<file path="config.mk">
export PLATFORM = sky130hd
export DESIGN_NAME = prio_vic
export DESIGN_NICKNAME = d
export VERILOG_FILES = /design/src/rtl/vic_pkg.sv /design/src/rtl/vic_pin_filter.sv /design/src/rtl/vic_arbiter.sv /design/src/rtl/vic_isr_stack.sv /design/src/rtl/prio_vic.sv
export SDC_FILE = /design/constraint.sdc
export NUM_CORES = 1
export LEC_CHECK = 0
export BUFFER_PORTS_ARGS = -buffer_cell sky130_fd_sc_hd__clkbuf_2
export CAP_MARGIN = 30
export CORE_MARGIN = 8
export CORE_UTILIZATION = 51
export DETAILED_ROUTE_END_ITERATION = 10
export MAX_ROUTING_LAYER = met4
export PLACE_DENSITY = 0.84
export SLEW_MARGIN = 0
export SYNTH_ARGS = -nofsm -noshare
export SYNTH_HDL_FRONTEND = slang
export SYNTH_HIERARCHICAL = 1
export SYNTH_SLANG_ARGS = --single-unit
</file>
<file path="constraint.sdc">
create_clock -name clk -period 12.6 [get_ports clk]
set_clock_uncertainty 0.15 [all_clocks]
set_input_delay 2.52 -clock clk [delete_from_list [all_inputs] [get_ports clk]]
set_output_delay 2.52 -clock clk [all_outputs]
set_load 0.05 [all_outputs]
</file>
<file path="src/rtl/vic_pkg.sv">
package vic_pkg;

  localparam int unsigned CODE_BASE = 32'h0080;
  localparam int unsigned CODE_STEP = 32'h0010;

  typedef enum logic [1:0] {
    EDGE_NONE = 2'b00,
    EDGE_RISE = 2'b01,
    EDGE_FALL = 2'b10,
    EDGE_BOTH = 2'b11
  } edge_sel_e;

  // Exception code of a source: base plus a fixed stride per index.
  function automatic logic [15:0] code_of(input int unsigned idx);
    return 16'(CODE_BASE + idx * CODE_STEP);
  endfunction

  // Whether a filtered transition counts under the given edge select.
  function automatic logic edge_hit(input edge_sel_e sel, input logic rise, input logic fall);
    case (sel)
      EDGE_RISE: return rise;
      EDGE_FALL: return fall;
      EDGE_BOTH: return rise | fall;
      default:   return 1'b0;
    endcase
  endfunction

endpackage

</file>
<file path="src/rtl/vic_pin_filter.sv">
module vic_pin_filter
  import vic_pkg::*;
#(
  parameter int STABLE = 3
) (
  input  logic       clk,
  input  logic       rst_n,
  input  logic       pin,
  input  logic [1:0] edge_sel,
  output logic       hit
);

  logic [STABLE-1:0] samp;
  logic              filt;
  logic              filt_d;
  logic              all_same;
  logic              rise;
  logic              fall;

  assign all_same = (samp == {STABLE{samp[0]}});

  always_ff @(posedge clk) begin
    if (!rst_n) begin
      samp   <= '0;
      filt   <= 1'b0;
      filt_d <= 1'b0;
    end else begin
      samp   <= {samp[STABLE-2:0], pin};
      filt_d <= filt;
      if (all_same) filt <= samp[0];
    end
  end

  assign rise = filt & ~filt_d;
  assign fall = ~filt & filt_d;
  assign hit  = edge_hit(edge_sel_e'(edge_sel), rise, fall);

endmodule

</file>
<file path="src/rtl/vic_arbiter.sv">
module vic_arbiter #(
  parameter int N_SRC  = 8,
  parameter int PRIO_W = 3,
  localparam int IW    = $clog2(N_SRC)
) (
  input  logic [N_SRC-1:0]             elig,
  input  logic [N_SRC-1:0][PRIO_W-1:0] prio,
  output logic                         valid,
  output logic [IW-1:0]                idx,
  output logic [PRIO_W-1:0]            lvl
);

  // Strict compare keeps the lower index on equal levels.
  always_comb begin
    valid = 1'b0;
    idx   = '0;
    lvl   = '1;
    for (int i = 0; i < N_SRC; i++) begin
      if (elig[i] && (!valid || prio[i] < lvl)) begin
        valid = 1'b1;
        idx   = IW'(i);
        lvl   = prio[i];
      end
    end
  end

endmodule

</file>
<file path="src/rtl/vic_isr_stack.sv">
module vic_isr_stack #(
  parameter int PRIO_W = 3,
  localparam int N_LVL = 1 << PRIO_W
) (
  input  logic              clk,
  input  logic              rst_n,
  input  logic              push,
  input  logic [PRIO_W-1:0] push_lvl,
  input  logic              pop,
  output logic [N_LVL-1:0]  active,
  output logic              top_valid,
  output logic [PRIO_W-1:0] top_lvl
);

  logic [N_LVL-1:0] nxt;

  always_comb begin
    top_valid = 1'b0;
    top_lvl   = '0;
    for (int l = N_LVL - 1; l >= 0; l--) begin
      if (active[l]) begin
        top_valid = 1'b1;
        top_lvl   = PRIO_W'(l);
      end
    end
  end

  always_comb begin
    nxt = active;
    if (pop && top_valid) nxt[top_lvl] = 1'b0;
    if (push) nxt[push_lvl] = 1'b1;
  end

  always_ff @(posedge clk) begin
    if (!rst_n) active <= '0;
    else        active <= nxt;
  end

endmodule

</file>
<file path="src/rtl/prio_vic.sv">
module prio_vic
  import vic_pkg::*;
#(
  parameter int N_SRC  = 8,
  parameter int N_EXT  = 2,
  parameter int PRIO_W = 3,
  parameter int STABLE = 3,
  localparam int IW    = $clog2(N_SRC),
  localparam int N_INT = N_SRC - N_EXT,
  localparam int N_LVL = 1 << PRIO_W
) (
  input  logic              clk,
  input  logic              rst_n,
  input  logic [N_EXT-1:0]  ext_pin,
  input  logic [N_INT-1:0]  int_req,
  input  logic              gie,
  input  logic              cfg_we,
  input  logic [IW-1:0]     cfg_sel,
  input  logic              cfg_mask,
  input  logic [PRIO_W-1:0] cfg_prio,
  input  logic [1:0]        cfg_edge,
  input  logic              pend_clr,
  input  logic              ack,
  input  logic              eoi,
  output logic              irq,
  output logic [15:0]       irq_code,
  output logic [31:0]       irq_vec,
  output logic [15:0]       ack_code
);

  logic [N_SRC-1:0]             mask_q;
  logic [N_SRC-1:0][PRIO_W-1:0] prio_q;
  logic [N_EXT-1:0][1:0]        edge_q;
  logic [N_SRC-1:0]             pend_q;
  logic [N_SRC-1:0]             set_w;
  logic [N_SRC-1:0]             elig_w;
  logic                         win_valid;
  logic [IW-1:0]                win_idx;
  logic [PRIO_W-1:0]            win_lvl;
  logic [N_LVL-1:0]             isr_active;
  logic                         top_valid;
  logic [PRIO_W-1:0]            top_lvl;
  logic                         nest_ok;
  logic                         take_w;

  // Request sources
  for (genvar g = 0; g < N_EXT; g++) begin : g_ext
    vic_pin_filter #(.STABLE(STABLE)) u_filt (
      .clk(clk), .rst_n(rst_n), .pin(ext_pin[g]),
      .edge_sel(edge_q[g]), .hit(set_w[g])
    );
  end
  for (genvar j = 0; j < N_INT; j++) begin : g_int
    assign set_w[N_EXT + j] = int_req[j];
  end

  // Configuration
  always_ff @(posedge clk) begin
    if (!rst_n) begin
      mask_q <= '1;
      prio_q <= '1;
      edge_q <= '0;
    end else if (cfg_we) begin
      mask_q[cfg_sel] <= cfg_mask;
      prio_q[cfg_sel] <= cfg_prio;
      for (int e = 0; e < N_EXT; e++)
        if (cfg_sel == IW'(e)) edge_q[e] <= cfg_edge;
    end
  end

  // Pending flags: a new event wins over a clear in the same cycle
  assign take_w = ack & irq;

  always_ff @(posedge clk) begin
    if (!rst_n) pend_q <= '0;
    else begin
      for (int i = 0; i < N_SRC; i++) begin
        if (set_w[i])
          pend_q[i] <= 1'b1;
        else if ((take_w && win_idx == IW'(i)) || (pend_clr && cfg_sel == IW'(i)))
          pend_q[i] <= 1'b0;
      end
    end
  end

  assign elig_w = pend_q & ~mask_q;

  vic_arbiter #(.N_SRC(N_SRC), .PRIO_W(PRIO_W)) u_arb (
    .elig(elig_w), .prio(prio_q),
    .valid(win_valid), .idx(win_idx), .lvl(win_lvl)
  );

  vic_isr_stack #(.PRIO_W(PRIO_W)) u_isr (
    .clk(clk), .rst_n(rst_n),
    .push(take_w), .push_lvl(win_lvl), .pop(eoi),
    .active(isr_active), .top_valid(top_valid), .top_lvl(top_lvl)
  );

  // Request and vector
  assign nest_ok  = !top_valid || (win_lvl < top_lvl);
  assign irq      = gie & win_valid & nest_ok;
  assign irq_code = code_of(int'(win_idx));
  assign irq_vec  = {16'h0000, irq_code};

  always_ff @(posedge clk) begin
    if (!rst_n)      ack_code <= '0;
    else if (take_w) ack_code <= irq_code;
  end

endmodule

</file>
==> key figures <==
Status
  – Violated checks: negative setup slack
  – Status: finished with violations

Floorplanning
  – Core Footprint: 9065 um2
  – Initial core utilization: 51.58%
  – Die area: 12490 um2
  – Die width: 111.8 um
  – Cell Rows: 35
  – # IOs: 89
  – Die Height: 111.8 um

STA
  – Hold slack final: 291.3 ps
  – Final Cycle Share: 100.3%
  – Tmin final: 12640 ps
  – Hold Vio Cnt, Final: 0
  – Slew headroom: 49.92%
  – Final setup violation count: 1
  – RSZ-0062 raised after global routing: yes
  – Worst-Margin Slew: 743.3 ps
  – F_max: 79.14 MHz
  – Slew Viols, Final: 0
  – Worst setup margin: -36.40 ps

Synth
  – Most numerous cell in the Yosys netlist: nand2_1
  – Ys async rst share: 0%
  – Synth Area per Inst: 8.320 um2
  – Synth Instances: 562
  – Area contributors post-synth: dfxtp_1 28%, buf_4 9.3%, mux2i_1 7.9%
  – Seq cells post-synth: 66
  – EDFF count, synth: 0
  – Largest area contributor in the netlist: dfxtp_1
  – Ys Warns: 6
  – Commonest cells in the netlist: 71 x nand2_1, 66 x dfxtp_1, 58 x buf_4
  – Top-area cell type share of the netlist area: 28.26%
  – Synth cell types: 76
  – Sequential area share after synthesis: 28.26%
  – Post-synth design cell area: 4676 um2
  – Post-synth top flop: dfxtp_1

Worst setup path
  – Worst path most repeated cell: a21oi_2
  – R2r startpoint: prio_q[1]$_SDFFE_PN1P_
  – R2R Setup Slk: 1960 ps
  – Crit-path slowest cell: or3b_4
  – WP data arrival: 9970 ps
  – Worst Setup Path Type: flop to primary output
  – R2R cell count: 54
  – Startpoint types: flop
  – Worst Path Required: 9930 ps
  – CP Capture Type: primary output
  – Maximum fanout along the worst path: 5
  – Crit-path max cell delay: 410 ps
  – R2r endpoint: u_isr/active[3]$_SDFF_PN0_

Detailed routing
  – DRC: 0
  – Initial drt markers: 279
  – Vias/cell: 5.708
  – Total vias in the final route: 4304
  – Post-route ant nets: 0
  – TritonRoute pass-1 iters: 8
  – DRT Wirelength: 12670 um
  – WL per Instance: 16.81 um

Clocking
  – Hold_buf cts: 0
  – Clock buffer depth: 2
  – CTS tree: built
  – H-Tree Depth: 3
  – TritonCTS Buffers: 9
  – Clk sinks: 66
  – Clock-pin slew on the worst setup and hold paths: 80 ps
  – Root buffer cell: clkbuf_8
  – Clk Latency, worst-skew pair: 350 ps

Global routing
  – Largest net degree at the start of global routing: 59
  – Total gr overflow: 0
  – Antenna violations before repair: 0
  – Vias in the first global route: 4252
  – Total GRT Usage: 18.60%
  – First-pass GRT wire length: 19130 um

Power and ir drop
  – VDD IR max: 0.1121 mV
  – Switching Fraction: 29.04%
  – Sequential power share: 41.9%
  – Clk pwr share: 42.2%
  – PwrDens: 92.38 nW/um2
  – Internal Power: 0.3693 mW
  – Net Sw Power: 0.1511 mW
  – Logic pwr share: 15.8%
  – Leakage: 2.487 nW

Finish
  – Final #Nets: 677
  – ANT cells: 0
  – Area Growth Syn to Fin: 20.47%
  – Fillers: 705
  – Share of cells above drive strength 1: 29.70%

Place
  – PortBufs: 34
  – DP Wirelength: 8466 um
  – Pre-CTS setup slack: -337.2 ps
  – RePlAce Congestion: 0.9183

Worst hold path
  – Worst Hold Path EP: g_ext[1].u_filt/samp[1]$_SDFF_PN0_
  – HP Class: flop to flop
  – Hold Crit Start: g_ext[1].u_filt/samp[0]$_SDFF_PN0_
  – Hold Path Cell Cnt: 2

Job
  – MaxCap Viol Count: 0
power groups by stage:
stage	Combinational (mW)	Sequential, mW	Clock, mW
2_1_floorplan	0.0775	0.221	0
3_3_place_gp	0.0741	0.222	0
3_5_place_dp	0.0761	0.222	0
4_1_cts	0.0776	0.218	0.221
5_1_grt	0.0869	0.219	0.231
6_report	0.0824	0.218	0.220
per-stage QoR:
| stage | util, % | cells | instance area, um2 | power [mW] | setup TNS [ps] |
|---|---|---|---|---|---|
| final | 62.14 | 754 | 5633 | 0.5204 | -36.40 |
| after global placement | 52.62 | 698 | 4770 | 0.2962 | 0 |
| after detailed placement | 52.84 | 699 | 4790 | 0.2985 | -337.2 |
| after CTS | 58.21 | 738 | 5276 | 0.5166 | 0 |
| after floorplan | - | 615 | 4876 | 0.2988 | 0 |
| after global routing | 62.14 | 754 | 5633 | 0.5362 | -397.9 |
worst max-delay path, delay by kind of cell, from the launching register on:
kind                     cells  cell delay, ps
AO/OA/AOI/OAI               25            4330
AND/OR/NAND/NOR             14            2260
adder cells (fa/ha/maj)      6            1540
multiplexers                 3             860
flip-flops                   1             350
buffers and inverters        3             260
registers in the layout, summed over array words and instances (netlist names):
signal and cells:
g_ext.u_filt/filt_d 2, pend_q 8, prio_q 24, g_ext.u_filt/filt 2, ack_code 4, mask_q 8, g_ext.u_filt/samp 6, edge_q 4
u_isr/active 8
how the worst max path moves through the flow:
stage | startpoint | endpoint | slack, ps | depth (start not counted)
3_5_place_dp | pend_q[1]$_SDFFE_PN0P_ | irq | -340 | 52
2_1_floorplan | pend_q[0]$_SDFFE_PN0P_ | irq | 30 | 52
4_1_cts | pend_q[0]$_SDFFE_PN0P_ | irq | 5 | 56
6_report | prio_q[1]$_SDFFE_PN1P_ | irq | -40 | 51
5_1_grt | prio_q[1]$_SDFFE_PN1P_ | irq | -400 | 51
3_3_place_gp | pend_q[1]$_SDFFE_PN0P_ | irq | 100 | 52
layout make-up:
class,instances,area (um2),area share (%)
multi-input cells,453,3229,57.33
flip-flops and latches,66,1326,23.55
repair buffers,86,604.3,10.73
well taps,111,138.9,2.466
clock buffers,10,137.6,2.443
clock inverters,6,113.9,2.021
inverters,22,82.58,1.466
cell usage in the layout, fill, tap and decap left out, types with 7 or more instances in the layout:
master,synthesis,layout
a21oi_1,35,28
conb_1,3,56
a21oi_2,1,8
ha_1,15,8
and2_1,8,7
o21ai_1,8,9
o21a_1,8,8
o21ai_0,26,20
nor2_1,28,23
inv_1,22,20
dfxtp_1,66,62
clkbuf_2,0,33
nand2_1,71,67
nor2b_1,29,26
nor3_1,11,10
clkbuf_8,0,10
buf_4,58,49
nand3_1,11,11
mux2i_1,37,35
routing by layer:
metal	vias up	wire, um	global-route usage (%)
met1	2028	5131	19.92
met4	0	335	8.113
li1	2019	-	-
met5	-	0	-
met3	42	909	5.249
met2	215	6298	31.54
timing repair:
action                                  4_1_cts  5_1_grt
setup buffers                                23       19
pin swaps                                    19       42
resized for setup                            21       53
endpoints found under the setup margin        7        7
kinds of logic (layout without fill, tap and decap cells):
family	count (synthesis)	in the layout	share of synthesized area [%]
AO/OA/AOI/OAI	132	132	20.69
AND/OR/NAND/NOR	210	210	25.26
other	3	56	0.2408
multiplexers	40	40	8.643
adder cells (fa/ha/maj)	15	15	4.014
flip-flops	66	66	28.26
buffers and inverters	96	124	12.90
Power figures use the tool's default switching activity.
